===== config.mk =====
export PLATFORM = sky130hd
export DESIGN_NAME = gpio_irq_bank
export DESIGN_NICKNAME = d
export VERILOG_FILES = /design/src/rtl/gpio_irq_pkg.sv /design/src/rtl/gpio_irq_sync.sv /design/src/rtl/gpio_irq_ctrl.sv /design/src/rtl/gpio_irq_datapath.sv /design/src/rtl/gpio_irq_bank.sv
export SDC_FILE = /design/constraint.sdc
export NUM_CORES = 1
export LEC_CHECK = 0
export BUFFER_PORTS_ARGS = -buffer_cell sky130_fd_sc_hd__buf_2
export CAP_MARGIN = 20
export CORE_UTILIZATION = 40
export DETAILED_ROUTE_END_ITERATION = 10
export GPL_TIMING_DRIVEN = 1
export PLACE_DENSITY = 0.63
export SLEW_MARGIN = 20
export SYNTH_ARGS = -nofsm -noshare
export SYNTH_HDL_FRONTEND = slang
export SYNTH_SLANG_ARGS = --single-unit

===== constraint.sdc =====
create_clock -name clk -period 2.4 [get_ports clk]
set_input_delay 0.48 -clock clk [delete_from_list [all_inputs] [get_ports clk]]
set_output_delay 0.48 -clock clk [all_outputs]
set_load 0.02 [all_outputs]

===== src/rtl/gpio_irq_pkg.sv =====
package gpio_irq_pkg;

  localparam int ADDR_W = 6;
  localparam int DATA_W = 32;

  localparam logic [ADDR_W-1:0] OFF_DIR   = 6'h00;
  localparam logic [ADDR_W-1:0] OFF_IN    = 6'h04;
  localparam logic [ADDR_W-1:0] OFF_SET   = 6'h0C;
  localparam logic [ADDR_W-1:0] OFF_CLR   = 6'h10;
  localparam logic [ADDR_W-1:0] OFF_IEN   = 6'h14;
  localparam logic [ADDR_W-1:0] OFF_ITYPE = 6'h18;
  localparam logic [ADDR_W-1:0] OFF_IPOL  = 6'h1C;
  localparam logic [ADDR_W-1:0] OFF_IPEND = 6'h20;
  localparam logic [ADDR_W-1:0] OFF_IMASK = 6'h24;

  typedef enum logic [3:0] {
    SEL_NONE,
    SEL_DIR,
    SEL_IN,
    SEL_OUT,
    SEL_IEN,
    SEL_ITYPE,
    SEL_IPOL,
    SEL_IPEND,
    SEL_IMASK
  } regSel_e;

  typedef struct packed {
    logic    wrDir;
    logic    wrSet;
    logic    wrClr;
    logic    wrIen;
    logic    wrType;
    logic    wrPol;
    logic    wrPendClr;
    logic    wrMask;
    regSel_e rdSel;
  } ctrlStrobe_t;

endpackage


===== src/rtl/gpio_irq_sync.sv =====
module gpio_irq_sync #(
  parameter int WIDTH  = 8,
  parameter int STAGES = 2
) (
  input  logic             clk,
  input  logic             rstN,
  input  logic [WIDTH-1:0] asyncIn,
  output logic [WIDTH-1:0] syncOut,
  output logic [WIDTH-1:0] syncPrev
);

  logic [WIDTH-1:0] stage [STAGES];

  for (genvar s = 0; s < STAGES; s++) begin : g_stage
    if (s == 0) begin : g_first
      always_ff @(posedge clk or negedge rstN) begin
        if (!rstN) stage[s] <= '0;
        else       stage[s] <= asyncIn;
      end
    end else begin : g_next
      always_ff @(posedge clk or negedge rstN) begin
        if (!rstN) stage[s] <= '0;
        else       stage[s] <= stage[s-1];
      end
    end
  end

  always_ff @(posedge clk or negedge rstN) begin
    if (!rstN) syncPrev <= '0;
    else       syncPrev <= stage[STAGES-1];
  end

  assign syncOut = stage[STAGES-1];

endmodule


===== src/rtl/gpio_irq_ctrl.sv =====
module gpio_irq_ctrl
  import gpio_irq_pkg::*;
(
  input  logic [ADDR_W-1:0] regAddr,
  input  logic              regWrEn,
  output ctrlStrobe_t       strobe
);

  regSel_e sel;

  always_comb begin
    unique case (regAddr)
      OFF_DIR:   sel = SEL_DIR;
      OFF_IN:    sel = SEL_IN;
      OFF_SET:   sel = SEL_OUT;
      OFF_CLR:   sel = SEL_OUT;
      OFF_IEN:   sel = SEL_IEN;
      OFF_ITYPE: sel = SEL_ITYPE;
      OFF_IPOL:  sel = SEL_IPOL;
      OFF_IPEND: sel = SEL_IPEND;
      OFF_IMASK: sel = SEL_IMASK;
      default:   sel = SEL_NONE;
    endcase
  end

  always_comb begin
    strobe           = '0;
    strobe.rdSel     = sel;
    strobe.wrDir     = regWrEn && (regAddr == OFF_DIR);
    strobe.wrSet     = regWrEn && (regAddr == OFF_SET);
    strobe.wrClr     = regWrEn && (regAddr == OFF_CLR);
    strobe.wrIen     = regWrEn && (regAddr == OFF_IEN);
    strobe.wrType    = regWrEn && (regAddr == OFF_ITYPE);
    strobe.wrPol     = regWrEn && (regAddr == OFF_IPOL);
    strobe.wrPendClr = regWrEn && (regAddr == OFF_IPEND);
    strobe.wrMask    = regWrEn && (regAddr == OFF_IMASK);
  end

endmodule


===== src/rtl/gpio_irq_datapath.sv =====
module gpio_irq_datapath
  import gpio_irq_pkg::*;
#(
  parameter int PIN_COUNT = 16,
  parameter bit OE_INVERT = 1'b0
) (
  input  logic                 clk,
  input  logic                 rstN,
  input  ctrlStrobe_t          strobe,
  input  logic [PIN_COUNT-1:0] wrBits,
  input  logic [PIN_COUNT-1:0] pinIn,
  output logic [DATA_W-1:0]    rdData,
  output logic [PIN_COUNT-1:0] pinOut,
  output logic [PIN_COUNT-1:0] pinOutEn,
  output logic                 irqOut
);

  localparam logic [PIN_COUNT-1:0] DIR_RESET = OE_INVERT ? '1 : '0;

  logic [PIN_COUNT-1:0] dirReg, outReg, ienReg, typeReg, polReg, maskReg;
  logic [PIN_COUNT-1:0] pendEdge, pendView;
  logic [PIN_COUNT-1:0] syncNow, syncPrev;
  logic [PIN_COUNT-1:0] edgeHit, levelHit;
  logic [PIN_COUNT-1:0] clrBits;

  gpio_irq_sync #(.WIDTH(PIN_COUNT), .STAGES(2)) u_sync (
    .clk      (clk),
    .rstN     (rstN),
    .asyncIn  (pinIn),
    .syncOut  (syncNow),
    .syncPrev (syncPrev)
  );

  // configuration registers
  always_ff @(posedge clk or negedge rstN) begin
    if (!rstN) begin
      dirReg  <= DIR_RESET;
      ienReg  <= '0;
      typeReg <= '0;
      polReg  <= '0;
      maskReg <= '0;
    end else begin
      if (strobe.wrDir)  dirReg  <= wrBits;
      if (strobe.wrIen)  ienReg  <= wrBits;
      if (strobe.wrType) typeReg <= wrBits;
      if (strobe.wrPol)  polReg  <= wrBits;
      if (strobe.wrMask) maskReg <= wrBits;
    end
  end

  // output level: set and clear act only on the bits written as 1
  always_ff @(posedge clk or negedge rstN) begin
    if (!rstN)             outReg <= '0;
    else if (strobe.wrSet) outReg <= outReg | wrBits;
    else if (strobe.wrClr) outReg <= outReg & ~wrBits;
  end

  if (OE_INVERT) begin : g_oe_low
    assign pinOutEn = ~dirReg;
  end else begin : g_oe_high
    assign pinOutEn = dirReg;
  end
  assign pinOut = outReg;

  // per-pin trigger detection
  for (genvar p = 0; p < PIN_COUNT; p++) begin : g_pin
    logic riseSeen, fallSeen;
    assign riseSeen    = syncNow[p] & ~syncPrev[p];
    assign fallSeen    = ~syncNow[p] & syncPrev[p];
    assign edgeHit[p]  = polReg[p] ? riseSeen : fallSeen;
    assign levelHit[p] = polReg[p] ? syncNow[p] : ~syncNow[p];
  end

  assign clrBits = strobe.wrPendClr ? wrBits : '0;

  // edge pending: a new detection wins over a clear in the same cycle
  always_ff @(posedge clk or negedge rstN) begin
    if (!rstN) pendEdge <= '0;
    else       pendEdge <= ((pendEdge & ~clrBits) | (edgeHit & ienReg)) & ~typeReg;
  end

  assign pendView = pendEdge | (typeReg & levelHit & ienReg);

  always_ff @(posedge clk or negedge rstN) begin
    if (!rstN) irqOut <= 1'b0;
    else       irqOut <= |(pendView & ienReg & maskReg);
  end

  // read mux, zero-extended above PIN_COUNT
  always_comb begin
    rdData = '0;
    unique case (strobe.rdSel)
      SEL_DIR:   rdData[PIN_COUNT-1:0] = dirReg;
      SEL_IN:    rdData[PIN_COUNT-1:0] = syncNow;
      SEL_OUT:   rdData[PIN_COUNT-1:0] = outReg;
      SEL_IEN:   rdData[PIN_COUNT-1:0] = ienReg;
      SEL_ITYPE: rdData[PIN_COUNT-1:0] = typeReg;
      SEL_IPOL:  rdData[PIN_COUNT-1:0] = polReg;
      SEL_IPEND: rdData[PIN_COUNT-1:0] = pendView;
      SEL_IMASK: rdData[PIN_COUNT-1:0] = maskReg;
      default:   rdData = '0;
    endcase
  end

endmodule


===== src/rtl/gpio_irq_bank.sv =====
module gpio_irq_bank
  import gpio_irq_pkg::*;
#(
  parameter int PIN_COUNT = 16,
  parameter bit OE_INVERT = 1'b0
) (
  input  logic                 clk,
  input  logic                 rstN,
  input  logic [ADDR_W-1:0]    regAddr,
  input  logic                 regWrEn,
  input  logic [DATA_W-1:0]    regWrData,
  output logic [DATA_W-1:0]    regRdData,
  input  logic [PIN_COUNT-1:0] pinIn,
  output logic [PIN_COUNT-1:0] pinOut,
  output logic [PIN_COUNT-1:0] pinOutEn,
  output logic                 irqOut
);

  ctrlStrobe_t strobe;

  gpio_irq_ctrl u_ctrl (
    .regAddr (regAddr),
    .regWrEn (regWrEn),
    .strobe  (strobe)
  );

  gpio_irq_datapath #(.PIN_COUNT(PIN_COUNT), .OE_INVERT(OE_INVERT)) u_dp (
    .clk      (clk),
    .rstN     (rstN),
    .strobe   (strobe),
    .wrBits   (regWrData[PIN_COUNT-1:0]),
    .pinIn    (pinIn),
    .rdData   (regRdData),
    .pinOut   (pinOut),
    .pinOutEn (pinOutEn),
    .irqOut   (irqOut)
  );

endmodule


Word level (Yosys, flattened, before mapping)
Index checks and enable logic that the tools add are counted.
{"block": "op_classes", "n_eq_ne": 16, "mux": 37, "bitwise_logic": 78, "n_reduce_logical": 12}
{"op": "$and A16 B16 Y16", "n": 8}
{"op": "$pmux W16 S8", "n": 1}
{"op": "$mux W16", "n": 3}
{"op": "$not A16 Y16", "n": 3}
{"op": "$or A16 B16 Y16", "n": 3}
{"op": "$and A1 B1 Y1", "n": 32}
{"op": "$mux W1", "n": 32}
{"op": "$not A1 Y1", "n": 32}
{"op": "$pmux W4 S8", "n": 1}
{"op": "$eq A6 B5 Y1 const B", "n": 4}
{"op": "$eq A4 B3 Y1 const B", "n": 4}
{"op": "$reduce_or A16 Y1", "n": 1}
{"op": "$eq A6 B6 Y1 const B", "n": 2}
{"op": "$eq A4 B2 Y1 const B", "n": 2}
{"op": "$logic_and A1 B1 Y1", "n": 8}
{"op": "$eq A6 B3 Y1 const B", "n": 1}
{"op": "$eq A6 B4 Y1 const B", "n": 1}
{"op": "$logic_not A6 Y1", "n": 1}
{"op": "$eq A4 B1 Y1 const B", "n": 1}
{"op": "$eq A4 B4 Y1 const B", "n": 1}
{"op": "$reduce_bool A2 Y1", "n": 1}
{"op": "$reduce_or A2 Y1", "n": 1}
{"block": "totals", "register_bits": 161, "input_bits": 57, "out_inout_bits": 65, "word_cells": 154}

Depth between registers and ports, before layout
{"block": "logic_depth", "depth_word": 8, "depth_mapped": 8}

By module
Synthesis repeated with hierarchy kept, for this count alone.
{"block": "hier_totals", "hier_cells": 617, "area_unflattened_um2": 7372.1}
{"mod": "gpio_irq_datapath", "n_inst": 1, "cells_each": 523, "area_each_um2": 5819.3}
{"mod": "gpio_irq_sync", "n_inst": 1, "cells_each": 64, "area_each_um2": 1321.3}
{"mod": "gpio_irq_ctrl", "n_inst": 1, "cells_each": 30, "area_each_um2": 231.5}

Worst setup path before layout
Ideal clock, no wire load.
{"block": "synth_timing", "path_type": "input -> output", "startpoint": "in regAddr[5]", "endpoint": "out regRdData[1]", "arrival_time_ps": 2025, "path_slack_ps": -105, "stages": 6, "path_cell_list": "or4b_1 nor2_1 clkbuf_1 nand2_1 and3_1 nand3_1"}
{"block": "synth_between", "elab_chain_len": 5, "elab_cells_between_ends": 20, "classes_between": "eq/ne (16); mux (2); reduce/logical (2)"}
{"element": "start, declared", "line": "gpio_irq_bank.sv:9", "source": "input logic [ADDR_W-1:0] regAddr,"}
{"element": "$eq A6 B5 Y1 or $eq A6 B4 Y1 (tied branches)", "line": "gpio_irq_ctrl.sv:12", "source": "unique case (regAddr)"}
{"element": "$reduce_or A2 Y1 (no line)"}
{"element": "$pmux W4 S8 *", "line": "gpio_irq_ctrl.sv:12"}
{"element": "$eq A4 B4 Y1, or another cell as far along", "line": "gpio_irq_datapath.sv:92", "source": "unique case (strobe.rdSel)"}
{"element": "$pmux W16 S8 *", "line": "gpio_irq_datapath.sv:92"}
{"element": "end, declared", "line": "gpio_irq_bank.sv:12", "source": "output logic [DATA_W-1:0] regRdData,"}
Every way passes the cells marked *; elsewhere a longest branch is shown, timed or not.

Worst setup path in the final report
{"block": "layout_timing", "startpoint": "in regAddr[4]", "endpoint": "out regRdData[6]"}
The elaborated chain is that of the path after synthesis.

==> results.json <==
{
  "cp_slowest_stage_delay_ps": 560,
  "yosys.area.top_type": "dfrtp_1",
  "dieArea_sq_um": 18240,
  "min_to": "u_dp.u_sync.stage[25]",
  "dp_cells": 1024,
  "syn_area_per_cell_sq_um": 10.34,
  "cts-root-buf": "clkbuf_16",
  "rsz0062_at_grt": "true",
  "clk_pin_slew_ps": 60,
  "cp_cell_sequence": "buf_6 > buf_6 > or4_4 > nor3_4 > buf_6 > a222oi_1 > a21boi_1 > nand4_1 > buf_4",
  "wire_per_inst_microns": 19.27,
  "grt_pass1_vias": 5987,
  "setup_viol": 16,
  "synth-warning-count": 0,
  "antenna_cells": 0,
  "yosysTopAreaCellShare_pct": 56.89,
  "grt_max_degree": 69,
  "peakVddDrop_mv": 0.5459,
  "fin_skew_ps": 8.282,
  "core.rowCount": 48,
  "violations": "negative setup slack",
  "synth_edf_count": 0,
  "grt_util_all_layers_pct": 24.04,
  "path_max_fanout": 6,
  "numCtsBuffers": 17,
  "fin_cells": 1068,
  "cts_max_path_buffers": 2,
  "cp-start-kind": "input port",
  "cp.buffers_inverters": 4,
  "drive_gt1_share_pct": 28.47,
  "synth_area_leaders": "dfrtp_1 (57%), o21ai_0 (7.9%), nand2_1 (6.6%), a22o_1 (2.6%), a222oi_1 (2.0%)",
  "hold_class": "in -> reg",
  "min_path_cells": 1,
  "worstSetupEndpointType": "output port",
  "antenna_found_initial": 0,
  "first_pass_iters": 6,
  "initial_core_util_pct": 40.94,
  "p_leak_nw": 4.340,
  "drc": 0,
  "ys_ff_latch": 161,
  "r2r_end": "u_dp.irqOut",
  "finalMaxSlewViolations": 0,
  "tightest_slew_ps": 553.3,
  "period_minus_slack_ps": 2608,
  "synth_area_sq_um": 7082,
  "slowest_stage": "or4_4",
  "cp_common_cell": "buf_6",
  "ys_top_cells_by_count": "dfrtp_1 (161), nand2_1 (125), o21ai_0 (112)",
  "tns_ps": -2580,
  "insertion_delay_ps": 430,
  "place_hpwl_mm": 13.93,
  "cp.arrival_ps": 2130,
  "status": "finished with violations",
  "place.port_buffers": 89,
  "slew_headroom_pct": 62.72,
  "hp-start": "pinIn[9]",
  "core_area_sq_um": 17300,
  "grt_pass1_wl_mm": 32.62,
  "power_density_nw_per_um2": 781.1,
  "clock_sinks": 161,
  "area_growth_pct": 30.71,
  "hold_viol": 0,
  "cp.required_ps": 1920,
  "ys_types": 45,
  "htreeDepth": 4,
  "reg2reg_from": "u_dp.u_sync.syncOut[5]",
  "seq_area_frac_synth_pct": 56.89,
  "drtIter0Drc": 483,
  "viasPerCell": 5.610,
  "yosysMostFrequentCell": "dfrtp_1",
  "setup_ws_ps": -207.9,
  "path_delay_family": "simple AND/OR/NAND/NOR gates",
  "ys_async_sr_fraction_pct": 100.0,
  "drv_cap": 0,
  "reg2reg_slack_ps": 360,
  "criticalPathCategory": "in -> out",
  "netlist_instances": 685,
  "wirelength_mm": 20.59,
  "synth_flop_cell": "dfrtp_1",
  "cts_tree": "built",
  "gp_congestion": 0.8719,
  "finalCritPeriodShare_pct": 108.7,
  "r2r_cells": 5,
  "die_x_microns": 135.1,
  "vias": 5992,
  "overflow": 0,
  "max_freq_ghz": 0.3835,
  "ios": 122,
  "ant_nets": 0,
  "dieHeight_microns": 135.1,
  "layout.nets": 888
}
## worst register-to-register path: stages (launching register included)
cell,delay (ps)
dfrtp_1,430
xnor2_1,150
and3_1,200
a22oi_1,370
nand4_1,160
or4_1,580
## power by group
| part | switching, mW | internal, mW | total, mW |
|---|---|---|---|
| combinational | 0.500 | 0.385 | 0.885 |
| sequential | 0.357 | 3.07 | 3.42 |
| clock | 1.12 | 1.80 | 2.92 |
## worst max path at each step
stage / from / endpoint / slack, ps / cells after the start
finish: regAddr[4] / regRdData[6] / -210 / 9
global route: regAddr[4] / regRdData[5] / -280 / 10
CTS: regAddr[4] / regRdData[3] / -230 / 10
detailed placement: regAddr[4] / regRdData[13] / -340 / 9
global placement: regAddr[4] / regRdData[13] / -330 / 9
floorplan: regAddr[2] / regRdData[12] / -20 / 6
## area by class of cell
class	instances	area (sq um)
sequential	161	4029
clock inverter	11	178.9
clock buffer	20	456.7
inverter	14	52.55
fill	1513	8040
timing repair buffer	160	1303
tap	225	281.5
multi-input combinational	477	2955
## sequential cells by signal (all words and copies together) (netlist names), named ones only
signal,flops
u_dp.ienReg,16
u_dp.irqOut,1
u_dp.maskReg,16
u_dp.pendEdge,16
u_dp.pinOutEn,16
u_dp.polReg,16
u_dp.typeReg,16
u_dp.u_sync.stage,16
u_dp.u_sync.syncOut,16
u_dp.u_sync.syncPrev,16
## routing by layer
layer / vias up / global-route usage (%) / wire length [microns]
li1: 2733 / - / -
met5: - / 0 / 0
met4: 0 / 9.551 / 497
met1: 2962 / 30.59 / 8673
met3: 40 / 4.805 / 1132
met2: 257 / 40.23 / 10280
## cell usage in the layout (no fill, tap or decap), drive strengths merged, types with 17 or more instances in the layout
cell type,instances
a21oi,17
a22o,21
a22oi,18
and3,17
buf,158
clkbuf,21
dfrtp,161
nand2,125
nand3,25
o21ai,112
## cells by family after synthesis
family,share of synthesized area [%]
xor+xnor,1.855
compound gates,18.22
mux,2.049
simple gates,16.55
buf+inv,4.382
other cells,0.05295
flops,56.89
## metrics by stage
step / total power, mW / hold WS (ps) / setup slack [ps] / utilization, % / instance area [sq um]
final: 7.230 / 147.8 / -207.9 / 53.52 / 9256
after CTS: 7.256 / 132.5 / -228.3 / 52.99 / 9165
after global placement: 4.232 / 332.6 / -334.5 / 47.14 / 8153
after floorplan: 3.909 / 184.4 / -24.08 / - / 7167
after detailed placement: 4.285 / 335.5 / -335.8 / 47.14 / 8153
after global routing: 7.554 / 130.2 / -279.6 / 53.52 / 9256
## repair_timing
| action | 4_1_cts | 5_1_grt |
|---|---|---|
| hold buffers | 1 | 0 |
| setup endpoints to repair | 16 | 16 |
| pin swaps | 26 | 19 |
| hold endpoints to repair | 39 | 0 |
| gates resized for setup | 71 | 22 |
| buffers inserted | 8 | 2 |
| cloned | 3 | 0 |
Note: power is estimated with default switching activity, not from simulation.
